$ cat src/rtl/rxs_pkg.sv
package rxs_pkg;
  typedef struct packed {
    logic too_long;
    logic late_col;
    logic eth_type;
    logic wdog;
    logic line_err;
    logic dribble;
    logic crc_err;
    logic rsvd;
  } rx_stat_t;

  typedef enum logic [1:0] {ST_IDLE, ST_RECV, ST_DROP} rx_state_e;
endpackage

$ cat src/rtl/rxs_byte_counter.sv
module rxs_byte_counter #(
  parameter int CNT_W   = 12,
  parameter int MAX_CNT = 2560
) (
  input  logic             clk_i,
  input  logic             rst_ni,
  input  logic             clr_i,
  input  logic             inc_i,
  input  logic [CNT_W-1:0] lim_i,
  output logic [CNT_W-1:0] cnt_o,
  output logic             at_lim_o
);
  localparam logic [CNT_W-1:0] MaxC = CNT_W'(MAX_CNT);

  logic [CNT_W-1:0] cnt_q;

  always_ff @(posedge clk_i or negedge rst_ni) begin
    if (!rst_ni)    cnt_q <= '0;
    else if (clr_i) cnt_q <= '0;
    else if (inc_i) cnt_q <= cnt_q + 1'b1;
  end

  assign cnt_o    = cnt_q;
  assign at_lim_o = (cnt_q == lim_i);

  assert_cnt_bound_R6: assert property (@(posedge clk_i) disable iff (!rst_ni)
    cnt_q <= MaxC);
endmodule

$ cat src/rtl/rxs_field_tracker.sv
module rxs_field_tracker #(
  parameter int CNT_W    = 12,
  parameter int DRIB_W   = 3,
  parameter int TYPE_POS = 12,
  parameter int COL_WIN  = 64
) (
  input  logic              clk_i,
  input  logic              rst_ni,
  input  logic              acc_i,
  input  logic              first_i,
  input  logic [CNT_W-1:0]  cnt_i,
  input  logic [7:0]        data_i,
  input  logic              rx_err_i,
  input  logic              col_i,
  input  logic [DRIB_W-1:0] drib_i,
  input  logic              crc_ok_i,
  output logic [15:0]       type_o,
  output logic              err_o,
  output logic              late_col_o,
  output logic [DRIB_W-1:0] drib_o,
  output logic              crc_ok_o
);
  localparam logic [CNT_W-1:0] PosHi = CNT_W'(TYPE_POS);
  localparam logic [CNT_W-1:0] PosLo = CNT_W'(TYPE_POS + 1);
  localparam logic [CNT_W-1:0] ColW  = CNT_W'(COL_WIN);

  logic late_now;
  assign late_now = col_i && (cnt_i >= ColW);

  always_ff @(posedge clk_i or negedge rst_ni) begin
    if (!rst_ni) begin
      type_o     <= '0;
      err_o      <= 1'b0;
      late_col_o <= 1'b0;
      drib_o     <= '0;
      crc_ok_o   <= 1'b1;
    end else if (acc_i) begin
      // tail fields always follow the newest byte
      drib_o   <= drib_i;
      crc_ok_o <= crc_ok_i;
      if (first_i) begin
        type_o     <= '0;
        err_o      <= rx_err_i;
        late_col_o <= late_now;
      end else begin
        err_o      <= err_o | rx_err_i;
        late_col_o <= late_col_o | late_now;
        if (cnt_i == PosHi) type_o[15:8] <= data_i;
        if (cnt_i == PosLo) type_o[7:0]  <= data_i;
      end
    end
  end
endmodule

$ cat src/rtl/rxs_status_encoder.sv
module rxs_status_encoder
  import rxs_pkg::*;
#(
  parameter int CNT_W     = 12,
  parameter int DRIB_W    = 3,
  parameter int MAX_LEN   = 1518,
  parameter int RUNT_LEN  = 64,
  parameter int TYPE_POS  = 12,
  parameter int TYPE_THR  = 1500,
  parameter int DRIB_MIN  = 3
) (
  input  logic [CNT_W-1:0]  cnt_i,
  input  logic [15:0]       type_i,
  input  logic              err_i,
  input  logic              late_col_i,
  input  logic [DRIB_W-1:0] drib_i,
  input  logic              crc_ok_i,
  input  logic              speed_10m_i,
  input  logic              wdog_i,
  output rx_stat_t          stat_o
);
  localparam logic [CNT_W-1:0]  MaxL   = CNT_W'(MAX_LEN);
  localparam logic [CNT_W-1:0]  RuntL  = CNT_W'(RUNT_LEN);
  localparam logic [CNT_W-1:0]  TypeL  = CNT_W'(TYPE_POS + 2);
  localparam logic [15:0]       TypeT  = 16'(TYPE_THR);
  localparam logic [DRIB_W-1:0] DribM  = DRIB_W'(DRIB_MIN);

  logic runt, drib_seen, crc_bad;

  always_comb begin
    runt      = cnt_i < RuntL;
    drib_seen = (drib_i != '0) && (!speed_10m_i || drib_i >= DribM);
    crc_bad   = !crc_ok_i || err_i;

    stat_o          = '0;
    stat_o.too_long = cnt_i > MaxL;
    stat_o.late_col = late_col_i;
    stat_o.eth_type = (cnt_i >= TypeL) && (type_i > TypeT);
    stat_o.wdog     = wdog_i;
    stat_o.line_err = err_i;
    stat_o.dribble  = drib_seen && !late_col_i && !wdog_i;
    stat_o.crc_err  = crc_bad && !runt && !late_col_i && !wdog_i;
  end
endmodule

$ cat src/rtl/rx_frame_status.sv
module rx_frame_status
  import rxs_pkg::*;
#(
  parameter int CNT_W    = 12,
  parameter int DRIB_W   = 3,
  parameter int MAX_LEN  = 1518,
  parameter int RUNT_LEN = 64,
  parameter int COL_WIN  = 64,
  parameter int TYPE_POS = 12,
  parameter int TYPE_THR = 1500,
  parameter int DRIB_MIN = 3,
  parameter int WDOG_MIN = 2048,
  parameter int WDOG_MAX = 2560
) (
  input  logic              clk_i,
  input  logic              rst_ni,
  input  logic              frm_valid_i,
  input  logic [7:0]        data_i,
  input  logic              rx_err_i,
  input  logic              col_i,
  input  logic [DRIB_W-1:0] drib_bits_i,
  input  logic              crc_ok_i,
  input  logic              speed_10m_i,
  input  logic [CNT_W-1:0]  wdog_limit_i,
  output logic              stat_valid_o,
  output logic [7:0]        stat_o,
  output logic [CNT_W-1:0]  byte_cnt_o
);
  localparam logic [CNT_W-1:0] WdMin = CNT_W'(WDOG_MIN);
  localparam logic [CNT_W-1:0] WdMax = CNT_W'(WDOG_MAX);
  localparam logic [CNT_W-1:0] RuntL = CNT_W'(RUNT_LEN);
  localparam logic [CNT_W-1:0] TypeL = CNT_W'(TYPE_POS + 2);

  rx_state_e        state_q, state_d;
  logic [CNT_W-1:0] lim_c, cnt;
  logic             at_lim, accept, first, wd_hit, end_ok, emit;
  logic [15:0]      type_f;
  logic             err_f, late_f, crc_f;
  logic [DRIB_W-1:0] drib_f;
  rx_stat_t         enc;

  always_comb begin
    if (wdog_limit_i < WdMin)      lim_c = WdMin;
    else if (wdog_limit_i > WdMax) lim_c = WdMax;
    else                           lim_c = wdog_limit_i;
  end

  assign first  = (state_q == ST_IDLE);
  assign accept = frm_valid_i && (first || (state_q == ST_RECV && !at_lim));
  assign wd_hit = (state_q == ST_RECV) && frm_valid_i && at_lim;
  assign end_ok = (state_q == ST_RECV) && !frm_valid_i;
  assign emit   = wd_hit || end_ok;

  always_comb begin
    state_d = state_q;
    unique case (state_q)
      ST_IDLE: if (frm_valid_i) state_d = ST_RECV;
      ST_RECV: if (wd_hit) state_d = ST_DROP;
               else if (end_ok) state_d = ST_IDLE;
      ST_DROP: if (!frm_valid_i) state_d = ST_IDLE;
      default: state_d = ST_IDLE;
    endcase
  end

  rxs_byte_counter #(.CNT_W(CNT_W), .MAX_CNT(WDOG_MAX)) u_cnt (
    .clk_i, .rst_ni,
    .clr_i   (emit),
    .inc_i   (accept),
    .lim_i   (lim_c),
    .cnt_o   (cnt),
    .at_lim_o(at_lim)
  );

  rxs_field_tracker #(
    .CNT_W(CNT_W), .DRIB_W(DRIB_W), .TYPE_POS(TYPE_POS), .COL_WIN(COL_WIN)
  ) u_trk (
    .clk_i, .rst_ni,
    .acc_i     (accept),
    .first_i   (first),
    .cnt_i     (cnt),
    .data_i,
    .rx_err_i,
    .col_i,
    .drib_i    (drib_bits_i),
    .crc_ok_i,
    .type_o    (type_f),
    .err_o     (err_f),
    .late_col_o(late_f),
    .drib_o    (drib_f),
    .crc_ok_o  (crc_f)
  );

  rxs_status_encoder #(
    .CNT_W(CNT_W), .DRIB_W(DRIB_W), .MAX_LEN(MAX_LEN), .RUNT_LEN(RUNT_LEN),
    .TYPE_POS(TYPE_POS), .TYPE_THR(TYPE_THR), .DRIB_MIN(DRIB_MIN)
  ) u_enc (
    .cnt_i      (cnt),
    .type_i     (type_f),
    .err_i      (err_f),
    .late_col_i (late_f),
    .drib_i     (drib_f),
    .crc_ok_i   (crc_f),
    .speed_10m_i,
    .wdog_i     (wd_hit),
    .stat_o     (enc)
  );

  always_ff @(posedge clk_i or negedge rst_ni) begin
    if (!rst_ni) begin
      state_q      <= ST_IDLE;
      stat_valid_o <= 1'b0;
      stat_o       <= '0;
      byte_cnt_o   <= '0;
    end else begin
      state_q      <= state_d;
      stat_valid_o <= emit;
      if (emit) begin
        stat_o     <= enc;
        byte_cnt_o <= cnt;
      end
    end
  end

  assert_one_cycle_strobe_R2: assert property (@(posedge clk_i) disable iff (!rst_ni)
    stat_valid_o |=> !stat_valid_o);
  assert_runt_no_crc_R9: assert property (@(posedge clk_i) disable iff (!rst_ni)
    (stat_valid_o && byte_cnt_o < RuntL) |-> !stat_o[1]);
  assert_wdog_no_crc_R9: assert property (@(posedge clk_i) disable iff (!rst_ni)
    (stat_valid_o && stat_o[4]) |-> !stat_o[1]);
  assert_late_no_drib_R8: assert property (@(posedge clk_i) disable iff (!rst_ni)
    (stat_valid_o && stat_o[6]) |-> !stat_o[2]);
  assert_type_min_len_R5: assert property (@(posedge clk_i) disable iff (!rst_ni)
    (stat_valid_o && stat_o[5]) |-> byte_cnt_o >= TypeL);
  assert_wdog_cnt_R6: assert property (@(posedge clk_i) disable iff (!rst_ni)
    (stat_valid_o && stat_o[4]) |-> (byte_cnt_o >= WdMin && byte_cnt_o <= WdMax));
endmodule

$ cat config.mk
export PLATFORM = sky130hd
export DESIGN_NAME = rx_frame_status
export DESIGN_NICKNAME = d
export VERILOG_FILES = /design/src/rtl/rxs_pkg.sv /design/src/rtl/rxs_byte_counter.sv /design/src/rtl/rxs_field_tracker.sv /design/src/rtl/rxs_status_encoder.sv /design/src/rtl/rx_frame_status.sv
export SDC_FILE = /design/constraint.sdc
export NUM_CORES = 1
export LEC_CHECK = 0
export ABC_AREA = 1
export BUFFER_PORTS_ARGS = -buffer_cell sky130_fd_sc_hd__buf_2
export CORE_MARGIN = 2
export CORE_UTILIZATION = 60
export DETAILED_ROUTE_END_ITERATION = 10
export PLACE_DENSITY = 0.84
export SETUP_SLACK_MARGIN = 0.15
export SYNTH_ARGS = -nofsm -noshare
export SYNTH_HDL_FRONTEND = slang
export SYNTH_SLANG_ARGS = --single-unit
export TNS_END_PERCENT = 20
$ cat constraint.sdc
create_clock -name clk_i -period 2.98 [get_ports clk_i]
set_clock_uncertainty 0.15 [all_clocks]
set_input_delay 0.447 -clock clk_i [delete_from_list [all_inputs] [get_ports clk_i]]
set_output_delay 0.447 -clock clk_i [all_outputs]
set_load 0.03 [all_outputs]
; Word-level counts from Yosys, hierarchy flattened
; Index checks and enable logic that the tools add are counted.
[totals]
out_inout_bits = 21
ff_bits = 56
input_bits = 30
[op_classes]
n_bitwise = 2
eq_ne = 8
n_mux = 14
reduce_logical = 32
n_addsub = 1
magnitude_cmp = 8
[op_table]
columns = op, n
row1 = $mux 12, 4
row2 = $eq 12x4->1 const B, 2
row3 = $gt 16x11->1 const B, 1
row4 = $mux 16, 1
row5 = $mux 8, 2
row6 = $logic_and 1x1->1, 13
row7 = $add 12x1->12 const B, 1
row8 = $eq 12x12->1, 1
row9 = $ge 12x4->1 const B, 1
row10 = $ge 12x7->1 const B, 1
row11 = $gt 12x11->1 const B, 1
row12 = $gt 12x12->1 const B, 1
row13 = $lt 12x12->1 const B, 1
row14 = $lt 12x7->1 const B, 1
row15 = $mux 2, 4
row16 = $logic_not 1->1, 7
row17 = $pmux 2 s3, 1
row18 = $reduce_bool 2->1, 3
row19 = $logic_or 1x1->1, 4
row20 = $reduce_and 2->1, 2
row21 = $ge 3x2->1 const B, 1
row22 = $ne 3x2->1 const B, 1
row23 = $reduce_and 3->1, 1
row24 = $reduce_bool 3->1, 1
row25 = 7 further kinds, 9

; Longest topological paths before layout
[depth]
depth_word = 10
depth_mapped = 19
ltp_nobuf = 18

; By module
; From an unflattened synthesis, not the netlist that was laid out.
[unflattened]
hier_cells = 425
area_unflattened_um2 = 3200.6
[modules_own_cells]
columns = module, cells_each, area_per_inst_um2, instances
row1 = rxs_field_tracker, 127, 1089.8, 1
row2 = rx_frame_status, 135, 1043.5, 1
row3 = rxs_byte_counter, 99, 780.7, 1
row4 = rxs_status_encoder, 64, 286.5, 1

; Worst setup path before layout
; Ideal clock, no wire load.
[synth_path]
path_kind = input to register
start = input wdog_limit_i[3]
end = register u_trk.type_o[15]
cell_stages = 17
n_path_buf = 3
t_required_ps = 2712
t_arrival_ps = 1857
path_slack_ps = 856
cell_sequence = nor2_1 > nand2_1 > nor2_1 > nand2_1 > nand2_4 > buf_6 > nand3_1 > nand2_1 > nand3_1 > nor2_1 > nand2_1 > nand2_2 > nand2_2 > buf_6 > buf_6 > nand3_1 > nand2_1
[synth_between]
elab_chain_cells = 9
word_cells_on_any_way = 10
cone_classes = order compare: 2 / eq/ne: 1 / mux: 2 / reduce/logical: 5
[synth_lines]
columns = element, line
row1 = start: declaration, rx_frame_status.sv:24  ; input logic [CNT_W-1:0] wdog_limit_i,
row2 = $gt 12x12->1, rx_frame_status.sv:44  ; else if (wdog_limit_i > WdMax) lim_c = WdMax;
row3 = $mux 12, rx_frame_status.sv:44
row4 = $mux 12 *, rx_frame_status.sv:43  ; if (wdog_limit_i < WdMin) lim_c = WdMin;
row5 = $eq 12x12->1 *, rxs_byte_counter.sv:24  ; assign at_lim_o = (cnt_q == lim_i);
row6 = $logic_not 1->1 *, rx_frame_status.sv:49  ; assign accept = frm_valid_i && (first || (state_q == ST_RECV && !at_lim));
row7 = $logic_and 1x1->1 *, rx_frame_status.sv:49
row8 = $logic_or 1x1->1 *, rx_frame_status.sv:49
row9 = $logic_and 1x1->1 *, rx_frame_status.sv:49
row10 = $reduce_and 2->1 (no source line) *, --
row11 = end signal: assignment, rxs_field_tracker.sv:48  ; if (cnt_i == PosHi) type_o[15:8] <= data_i;
row12 = end: declaration, rxs_field_tracker.sv:17  ; output logic [15:0] type_o,
; Every way passes the cells marked *; elsewhere a longest branch is shown, timed or not.
; A chain may end at the register's enable or synchronous reset.

; Worst setup path after layout
[layout_path]
start = input wdog_limit_i[11]
end = register u_cnt.cnt_q[1], in the netlist u_cnt.cnt_o[1]
[layout_between]
elab_chain_cells = 9
word_cells_on_any_way = 13
cone_classes = order compare: 2 / eq/ne: 1 / mux: 3 / reduce/logical: 7
[layout_lines]
columns = element, line
row1 = $gt 12x12->1, rx_frame_status.sv:44
row2 = $mux 12, rx_frame_status.sv:44
row3 = $mux 12 *, rx_frame_status.sv:43
row4 = $eq 12x12->1 *, rxs_byte_counter.sv:24
row5 = $logic_not 1->1, rx_frame_status.sv:49
row6 = $logic_and 1x1->1, rx_frame_status.sv:49
row7 = $logic_or 1x1->1, rx_frame_status.sv:49
row8 = $logic_and 1x1->1, rx_frame_status.sv:49
row9 = $reduce_bool 2->1 (no source line), --
row10 = end signal: assignment, rxs_byte_counter.sv:20  ; else if (inc_i) cnt_q <= cnt_q + 1'b1;
row11 = end: declaration, rxs_byte_counter.sv:15  ; logic [CNT_W-1:0] cnt_q;
; Marks and branches as above.

==> results.toml <==
[power]
power_density_nw_per_um2 = 586
p_sw_share_pct = 36.6
p_comb_share_pct = 28.9
internal-power_mw = 1.26
peakVddDrop_mv = 0.356
switching_power_mw = 0.725
p_leak_nw = 1.94
clkPwrFrac_pct = 20.3
seqPwrFrac_pct = 50.8

[placed_design]
place.gp.congestion = 0.868
dp_hpwl_mm = 4.63
io_buffers = 49

[finish]
final_nets = 486
final_cell_mix = "137 x nand2_1, 55 x dfrtp_1, 53 x nand3_1"
area_growth_pct = 12.8
diodes = 0
final_core_util_pct = 70.7
final_common_cell = "nand2_1"
drive_gt1_share_pct = 15.9

[synthesis]
synth_top_family_by_area = "simple AND/OR/NAND/NOR gates"
synthXorXnorAreaFrac_pct = 3.21
synthMuxAreaShare_pct = 0
synth_adder_area_share_pct = 1.67
yosysWarningCount = 0
synth-compound-area-share_pct = 5.38
netlist_instances = 403
ys_types = 29
ys_ff_latch = 56
syn_area_um2 = 3000
synthSimpleGateAreaFrac_pct = 34.0
syn_nets = 437
avgSynthCellArea_um2 = 7.44
yosysSeqAreaShare_pct = 46.8

[sta]
timing.final.crit_share_pct = 79.0
fmax_mhz = 425
slew_headroom_pct = 61.0
finalSetupViolCount = 0
rsz0062_at_grt = "false"
hold_viol_final = 0
period_minus_slack_ns = 2.35
maxSlewViolCount = 0
setup_tns_ns = 0
worst_slew_pin_slew_ns = 0.585

[routing]
drcViolationCount = 0
post_drt_wl_per_cell_um = 11.8
drtAntennaViolNets = 0
num_vias = 2663
avgViaCountPerCell = 5.12
drt_iter0_drc = 117
wirelength_mm = 6.14
firstDrtPassIters = 4

[worst_hold_path]
min_path_type = "input port to flip-flop"
whs_path_depth = 3
holdPathEnd = "u_trk.err_o"
min-delay-start = "rx_err_i"

[flow_run]
drv_cap = 0

[global_routing]
grt_pass1_vias = 2246
grtUsageTotal_pct = 23.8
grt_max_degree = 37
grt_use_met3_pct = 4.28
antenna_found_initial = 0
gr-usage-met2_pct = 36.1
grt_pass1_wl_mm = 10.1
gr-total-overflow = 0
grtUsageMet1_pct = 35.3
grt.busiest_layer = "met2"

[floorplanning]
dieArea_um2 = 5580
die_h_um = 74.7
fp-row-count = 25
die_w_um = 74.7
core_um2 = 4790
pin_count = 51
start_util_pct = 62.6

[worst_setup_path]
cpPeakStageDelay_ns = 0.25
cp_top_family = "simple AND/OR/NAND/NOR gates"
crit_top_cell = "nand2_1"
arrival_ns = 2.38
criticalPathCategory = "input port to flip-flop"
cp_num_buf_inv = 3
setup.worst_path.start_class = "input port"
cp_max_fo = 17
end_kind = "flip-flop"
critPathSlowestCell = "buf_4"
regToRegEndpoint = "u_cnt.cnt_o[1]"
crit_start = "wdog_limit_i[11]"
worstPathRequired_ns = 3.01
worstReg2RegStart = "u_cnt.cnt_o[9]"
regToRegSetupSlack_ns = 0.81
rr_worst_depth = 12
cp_cell_sequence = "buf_2 -> nand2_1 -> inv_2 -> nand2_1 -> nor2_1 -> nand2_1 -> nand2_4 -> nand2_1 -> nand2_1 -> nand2_1 -> nor2_1 -> nand2_1 -> nor2_1 -> nand2_1 -> nand2_2 -> nand2_2 -> buf_4 -> nand2_1 -> o21ai_0"

[clocking]
cts_max_level = 2
cts_buffer_depth = 2
post_cts_resize_count = 0
cts_tree = "yes"
cts_setup_buffers = 0
clk_pin_slew_ns = 0.10
clock_latency_ns = 0.31
cts_buffers = 5
cts_hold_buffers = 1
cts-root-buf = "clkbuf_8"
numClockSinks = 56

[run_status]
outcome = "completed"
==> cell usage after synthesis, drive strengths merged <==
cell type	number	share of area (%)
nor3	4	0.67
nand2	143	19
dfstp	1	0.88
ha	4	1.7
o211ai	1	0.25
inv	46	5.8
conb	1	0.13
nor2	31	3.9
and2	1	0.21
o2111a	1	0.38
a21oi	3	0.50
nor4	2	0.42
or2	1	0.21
xor2	11	3.2
nand4	4	0.83
a31oi	2	0.42
clkbuf	4	0.50
nand3	54	9.2
o21ai	23	3.8
buf	11	2.6
dfrtp	55	46
==> worst max-delay path by stage <==
| stage | to | slack [ns] | depth (start not counted) |
|---|---|---|---|
| floorplan | u_trk.type_o[15] | 0.86 | 17 |
| global placement | u_trk.type_o[13] | 0.43 | 19 |
| detailed placement | u_trk.type_o[13] | 0.33 | 19 |
| CTS | u_trk.type_o[13] | 0.63 | 19 |
| global route | u_cnt.cnt_o[1] | 0.33 | 19 |
| finish | u_cnt.cnt_o[1] | 0.63 | 19 |
==> power by group through the flow <==
stage / Clock (mW) / Combinational (mW) / Sequential, mW
finish: 0.403 / 0.573 / 1.01
global route: 0.439 / 0.658 / 1.02
CTS: 0.411 / 0.575 / 1.00
detailed placement: 0 / 0.570 / 1.02
global placement: 0 / 0.553 / 1.02
floorplan: 0 / 0.346 / 1.07
==> final cells by class <==
type	count	area [um^2]
clock buffer	7	76.3
sequential	56	1400
clock inverter	1	8.76
multi-input combinational	286	1330
timing repair buffer	57	308
tap	67	83.8
inverter	46	173
fill	434	1400
==> sequential cells by signal, indices dropped and copies added (netlist names) <==
| register | count |
|---|---|
| u_trk.late_col_o | 1 |
| byte_cnt_o | 12 |
| stat_o | 7 |
| state_q | 2 |
| u_trk.err_o | 1 |
| u_cnt.cnt_o | 12 |
| stat_valid_o | 1 |
| u_trk.crc_ok_o | 1 |
| u_trk.type_o | 16 |
| u_trk.drib_o | 3 |
==> metrics by stage <==
| step | hold WS [ns] | cells | power (mW) | worst slack, ns | instance area, um^2 |
|---|---|---|---|---|---|
| floorplan | 0.00141 | 403 | 1.41 | 0.856 | 3000 |
| global placement | 0.281 | 511 | 1.57 | 0.431 | 3290 |
| detailed placement | 0.280 | 511 | 1.59 | 0.330 | 3290 |
| CTS | 0.180 | 520 | 1.99 | 0.635 | 3380 |
| global route | 0.175 | 520 | 2.12 | 0.329 | 3380 |
| finish | 0.183 | 520 | 1.98 | 0.627 | 3380 |
==> worst register-to-register path, stage by stage (launching register included) <==
cell	delay (ns)
dfrtp_1	0.48
inv_1	0.10
a21oi_1	0.15
o211ai_1	0.10
nor2_1	0.11
nand2_1	0.05
nor2_1	0.13
nand2_1	0.10
nand2_2	0.10
nand2_2	0.17
buf_4	0.25
nand2_1	0.07
o21ai_0	0.08
==> routing by layer <==
metal  routed length (um)  up-vias
met2                 2790       67
li1                     -     1364
met5                    0        -
met1                 3020     1226
met3                  275        6
met4                   55        0
==> logic make-up after synthesis <==
family	after synthesis
AND/OR/NAND/NOR	240
buffers and inverters	61
flip-flops	56
AO/OA/AOI/OAI	30
XOR/XNOR	11
adder cells (fa/ha/maj)	4
other	1
Power figures use the tool's default switching activity.
